**config.mk**
```make
export PLATFORM = sky130hd
export DESIGN_NAME = smp_irq_distributor
export DESIGN_NICKNAME = d
export VERILOG_FILES = /design/src/rtl/smp_irq_distributor.sv
export SDC_FILE = /design/constraint.sdc
export NUM_CORES = 1
export LEC_CHECK = 0
export ABC_AREA = 1
export BUFFER_PORTS_ARGS = -buffer_cell sky130_fd_sc_hd__clkbuf_2
export CELL_PAD_IN_SITES_DETAIL_PLACEMENT = 0
export CELL_PAD_IN_SITES_GLOBAL_PLACEMENT = 1
export CORE_MARGIN = 4
export CORE_UTILIZATION = 43
export DETAILED_ROUTE_END_ITERATION = 8
export PLACE_DENSITY_LB_ADDON = 0.1
export SETUP_SLACK_MARGIN = 0.5
export SLEW_MARGIN = 20
export SYNTH_ARGS = -nofsm -noshare
export SYNTH_HDL_FRONTEND = slang
export SYNTH_SLANG_ARGS = --single-unit
```
**constraint.sdc**
```tcl
create_clock -name clk -period 1.7 [get_ports clk]
set_input_delay 0.34 -clock clk [delete_from_list [all_inputs] [get_ports clk]]
set_output_delay 0.34 -clock clk [all_outputs]
set_load 0.01 [all_outputs]
```
**src/rtl/smp_irq_distributor.sv**
```systemverilog
module smp_irq_distributor #(
  parameter int NUM_CORES = 4,
  parameter int NUM_LINES = 8,
  parameter int ADDR_W = 10,
  parameter logic [9:0] RELEASE = 10'h1C3,
  parameter logic [17:0] DEVICE_ID = 18'h20A5F
) (
  input  logic                 clk,
  input  logic                 rst_n,
  input  logic [NUM_LINES-1:0] irq_lines,
  input  logic [ADDR_W-1:0]    reg_addr,
  input  logic [31:0]          reg_wdata,
  input  logic                 reg_we,
  output logic [31:0]          reg_rdata,
  output logic [NUM_CORES-1:0] ext_irq,
  output logic [NUM_CORES-1:0] ipi_irq,
  output logic [NUM_CORES-1:0] run_stall,
  output logic                 coherency_en
);
  localparam int CAUSES = 16;
  localparam logic [ADDR_W-1:0] A_CAUSE  = ADDR_W'('h100);
  localparam logic [ADDR_W-1:0] A_SET    = ADDR_W'('h140);
  localparam logic [ADDR_W-1:0] A_EN_CLR = ADDR_W'('h180);
  localparam logic [ADDR_W-1:0] A_EN_SET = ADDR_W'('h184);
  localparam logic [ADDR_W-1:0] A_GA     = ADDR_W'('h188);
  localparam logic [ADDR_W-1:0] A_GA_SET = ADDR_W'('h18C);
  localparam logic [ADDR_W-1:0] A_PART   = ADDR_W'('h190);
  localparam logic [ADDR_W-1:0] A_CFG    = ADDR_W'('h1A0);
  localparam logic [ADDR_W-1:0] A_STALL  = ADDR_W'('h200);
  localparam logic [ADDR_W-1:0] A_COH    = ADDR_W'('h220);
  localparam logic [31:0] CFG_WORD = {RELEASE, 4'(NUM_CORES - 1), DEVICE_ID};
  localparam logic [NUM_CORES-1:0] STALL_RST = ~NUM_CORES'(1);

  logic [NUM_CORES-1:0] route_q [NUM_LINES];
  logic [CAUSES-1:0]    cause_q [NUM_CORES];
  logic [NUM_LINES-1:0] enable_q, gassert_q;
  logic [7:0]           part_q;
  logic [NUM_CORES-1:0] stall_q, ext_next;
  logic                 coh_q;
  logic [31:0]          rd_next;

  wire       set_hit = (reg_addr >= A_SET) && (reg_addr < A_SET + ADDR_W'(CAUSES));
  wire [3:0] set_idx = reg_addr[3:0];

  always_ff @(posedge clk or negedge rst_n) begin
    if (!rst_n) begin
      for (int n = 0; n < NUM_LINES; n++) route_q[n] <= NUM_CORES'(1);
      for (int c = 0; c < NUM_CORES; c++) cause_q[c] <= '0;
      enable_q  <= '0;
      gassert_q <= '0;
      part_q    <= '0;
      stall_q   <= STALL_RST;
      coh_q     <= 1'b0;
    end else if (reg_we) begin
      for (int n = 0; n < NUM_LINES; n++)
        if (reg_addr == ADDR_W'(n)) route_q[n] <= reg_wdata[NUM_CORES-1:0];
      for (int c = 0; c < NUM_CORES; c++) begin
        if (reg_addr == A_CAUSE + ADDR_W'(c))
          cause_q[c] <= cause_q[c] & ~reg_wdata[CAUSES-1:0];
        else if (set_hit && reg_wdata[c])
          cause_q[c][set_idx] <= 1'b1;
      end
      if (reg_addr == A_EN_CLR) enable_q <= enable_q & ~reg_wdata[NUM_LINES-1:0];
      if (reg_addr == A_EN_SET) enable_q <= enable_q | reg_wdata[NUM_LINES-1:0];
      if (reg_addr == A_GA_SET) gassert_q <= gassert_q | reg_wdata[NUM_LINES-1:0];
      if (reg_addr == A_PART)   part_q <= reg_wdata[7:0];
      if (reg_addr == A_STALL)  stall_q <= reg_wdata[NUM_CORES-1:0];
      if (reg_addr == A_COH)    coh_q <= reg_wdata[0];
    end
  end

  always_comb begin
    ext_next = '0;
    for (int c = 0; c < NUM_CORES; c++)
      for (int n = 0; n < NUM_LINES; n++)
        ext_next[c] = ext_next[c] | (irq_lines[n] & enable_q[n] & route_q[n][c]);
  end

  always_comb begin
    for (int c = 0; c < NUM_CORES; c++) ipi_irq[c] = |cause_q[c];
  end

  always_comb begin
    rd_next = '0;
    for (int n = 0; n < NUM_LINES; n++)
      if (reg_addr == ADDR_W'(n)) rd_next = 32'(route_q[n]);
    for (int c = 0; c < NUM_CORES; c++)
      if (reg_addr == A_CAUSE + ADDR_W'(c)) rd_next = 32'(cause_q[c]);
    if (reg_addr == A_EN_CLR || reg_addr == A_EN_SET) rd_next = 32'(enable_q);
    if (reg_addr == A_GA)    rd_next = 32'(gassert_q);
    if (reg_addr == A_PART)  rd_next = 32'(part_q);
    if (reg_addr == A_CFG)   rd_next = CFG_WORD;
    if (reg_addr == A_STALL) rd_next = 32'(stall_q);
    if (reg_addr == A_COH)   rd_next = 32'(coh_q);
  end

  always_ff @(posedge clk or negedge rst_n) begin
    if (!rst_n) begin
      reg_rdata <= '0;
      ext_irq   <= '0;
    end else begin
      reg_rdata <= rd_next;
      ext_irq   <= ext_next;
    end
  end

  assign run_stall    = stall_q;
  assign coherency_en = coh_q;
endmodule

```
==> results.json <==
{
  "final_util": 0.729,
  "crit_type": "register to primary output",
  "clk_pin_slew_ps": 60,
  "gp_congestion": 0.984,
  "fin_ws_ps": -269,
  "hold_path.class": "primary input to register",
  "clock-root-buffer": "clkbuf_16",
  "drc": 0,
  "avgSynthCellArea_um2": 8.19,
  "die-area_um2": 19100,
  "drtIter0Drc": 812,
  "min_to": "cause_q[27]",
  "setup_tns_ps": -1310,
  "seq_area_um2": 3680,
  "power_density_nw_per_um2": 675,
  "grtUsageTotal": 0.309,
  "r2r_cells": 10,
  "numCtsBuffers": 17,
  "post_synth_inst_count": 888,
  "syn_area_um2": 7270,
  "vias": 8134,
  "wirelength_um": 31200,
  "viasPerCell": 5.79,
  "crit_chain": "nor4_2 -> nand4_1 -> clkbuf_2",
  "worstPathArrival_ps": 1630,
  "hp-start": "reg_wdata[11]",
  "rsz0062_at_grt": "yes",
  "hpwlAfterDp_um": 21500,
  "synth.distinct_cells": 44,
  "holdPathStages": 2,
  "cts_tree": "yes",
  "die_h_um": 138,
  "cp_max_fo": 4,
  "start_util": 0.439,
  "io-pin-count": 98,
  "timing.fmax_ghz": 0.508,
  "yosysWarningCount": 0,
  "setup_viol": 14,
  "pre_cts_ws_ps": -700,
  "fp.coreArea_um2": 16600,
  "fin_worst_skew_ps": 10.5,
  "final_nets": 1224,
  "fillers": 1208,
  "grt-ovfl-total": 0,
  "insertion_delay_ps": 430,
  "critPathCaptureType": "primary output",
  "final_hold_viol_count": 0,
  "drive_gt1_frac": 0.546,
  "cts_sinks": 146,
  "clockBufferDepth": 2,
  "placed_cells_incl_taps": 1291,
  "die_w_um": 138,
  "r2r_slack_ps": -90,
  "startpoint": "cause_q[42]",
  "worstMarginPinSlew_ps": 710,
  "portBuffers": 73,
  "antenna_left": 0,
  "status": "complete, but fails checks",
  "irDropWorstVdd_mv": 0.732,
  "p_leak_nw": 5.69,
  "worstReg2RegEnd": "reg_rdata[0]",
  "ys_ff_latch": 146,
  "multi_input_area_um2": 4470,
  "max-slew-margin-rel": 0.526,
  "r2r_start": "route_q[28]",
  "crit_path_start_kind": "register",
  "rows": 47,
  "grt_pass1_wl_um": 45800,
  "wl_per_cell_um": 22.2,
  "required_ps": 1360,
  "grt_max_degree": 33,
  "cts-htree-levels": 4,
  "firstDrtPassIters": 5,
  "antenna_found_initial": 0,
  "final.period_utilization": 1.16,
  "cp_slowest_cell": "dfrtp_1",
  "ys_seq_area_frac": 0.504,
  "stdcell_count": 1404,
  "max_stage_delay_ps": 430,
  "grt_pass1_vias": 7876,
  "area_growth_pct": 66.2,
  "violations": "setup timing",
  "finalCriticalPeriod_ps": 1970,
  "antenna_cells": 0,
  "maxCapViolations": 0,
  "slew_violations": 0
}
[stage by stage]
stage / power, mW / instance area (um^2) / hold slack, ps
CTS: 8.07 / 11000 / 83.9
detailed placement: 4.22 / 9170 / 271
finish: 8.16 / 12100 / 90.0
global placement: 4.21 / 9170 / 267
floorplan: 3.83 / 7620 / 44.4
global route: 8.40 / 12100 / 84.0
[registers in the layout, indices dropped and copies added, names as in the netlist, named ones only]
signal / cells
gassert_q: 8
ext_irq: 4
cause_q: 64
route_q: 32
run_stall: 4
reg_rdata: 17
coherency_en: 1
part_q: 8
[worst max path at each step]
stage / end / cells past startpoint
6_report: ipi_irq[1] / 3
5_1_grt: ipi_irq[1] / 4
4_1_cts: ipi_irq[1] / 4
3_5_place_dp: reg_rdata[0] / 15
3_3_place_gp: reg_rdata[0] / 15
2_1_floorplan: cause_q[10] / 10
[layout by cell type, fill, tap and decap left out, types with 26 or more instances in the layout]
| cell | n |
|---|---|
| buf_4 | 136 |
| buf_6 | 67 |
| clkbuf_2 | 29 |
| dfrtp_1 | 126 |
| inv_1 | 70 |
| nand2_1 | 110 |
| nand2_2 | 42 |
| nand3_1 | 33 |
| nor2_1 | 50 |
| nor2_4 | 26 |
| o21ai_1 | 39 |
| o21ai_2 | 61 |
[Yosys cell counts]
master,number,area (um^2)
o2111ai_1,6,52.6
o2111a_1,1,11.3
buf_6,3,33.8
dfrtp_1,135,3380
nor4_1,17,106
inv_1,83,312
buf_2,4,20.0
a22oi_1,4,30.0
and2_1,2,12.5
a21oi_1,51,255
clkinv_1,1,3.75
nor2_4,4,45.0
nor3_1,14,70.1
o21bai_1,7,52.6
a31oi_1,5,31.3
a2bb2oi_1,1,8.76
nor4_2,1,12.5
a32o_1,2,20.0
dfstp_2,11,289
inv_2,25,93.8
a211oi_1,3,22.5
nand2_2,5,31.3
nor3_4,2,32.5
o21a_1,1,7.51
nand3_2,1,10.0
buf_4,16,120
o21ai_1,14,70.1
o31ai_1,5,37.5
o211ai_1,5,37.5
nor3_2,1,10.0
o21ai_0,111,556
o21ai_2,1,8.76
clkbuf_1,7,26.3
conb_1,1,3.75
nand2_1,171,642
a32oi_1,3,26.3
nand3_1,56,280
nand4_1,17,106
o22ai_1,8,50.1
a21oi_2,1,8.76
nor2_2,9,56.3
nor2_1,70,263
nand2_4,1,11.3
a311oi_1,2,17.5
[layer usage]
layer,global-route usage,up-vias,part of all wire
li1,-,3594,-
met2,0.484,400,0.47
met3,0.0563,82,0.074
met4,0.0988,0,0.033
met5,0,-,0
met1,0.440,4058,0.43
[worst max-delay path, delay by kind of cell, from the launching register on]
| family | cells | cell delay, ps |
|---|---|---|
| flops | 1 | 430 |
| simple gates | 2 | 590 |
| buf+inv | 1 | 170 |
[where the power goes]
| part | switching (mW) | leakage [nW] | total [mW] | internal (mW) |
|---|---|---|---|---|
| sequential | 0.0494 | 1.94 | 3.57 | 3.52 |
| clock | 1.56 | 0.268 | 3.80 | 2.25 |
| combinational | 0.491 | 3.48 | 0.792 | 0.301 |
[kinds of logic after synthesis]
logic type,synth area share
simple gates,0.232
compound gates,0.179
flops,0.504
buf+inv,0.0838
other cells,0.000516
[timing repair]
action                                  4_1_cts  5_1_grt
hold buffers                                  1        0
hold endpoints to repair                     26        0
resized for setup                           255      240
buffers inserted                             43       32
pin swaps                                    73       92
endpoints found under the setup margin      161      171
gates cloned                                  3        2
[final cells by class]
cell class	count	area share
Clock inverter	11	0.0109
Clock buffer	21	0.0381
Timing Repair Buffer	285	0.213
Timing Repair inverter	1	0.000621
Tap cell	220	0.0228
Multi-Input combinational cell	611	0.369
Inverter	109	0.0411
Sequential cell	146	0.304
(Power assumes the default switching activity.)
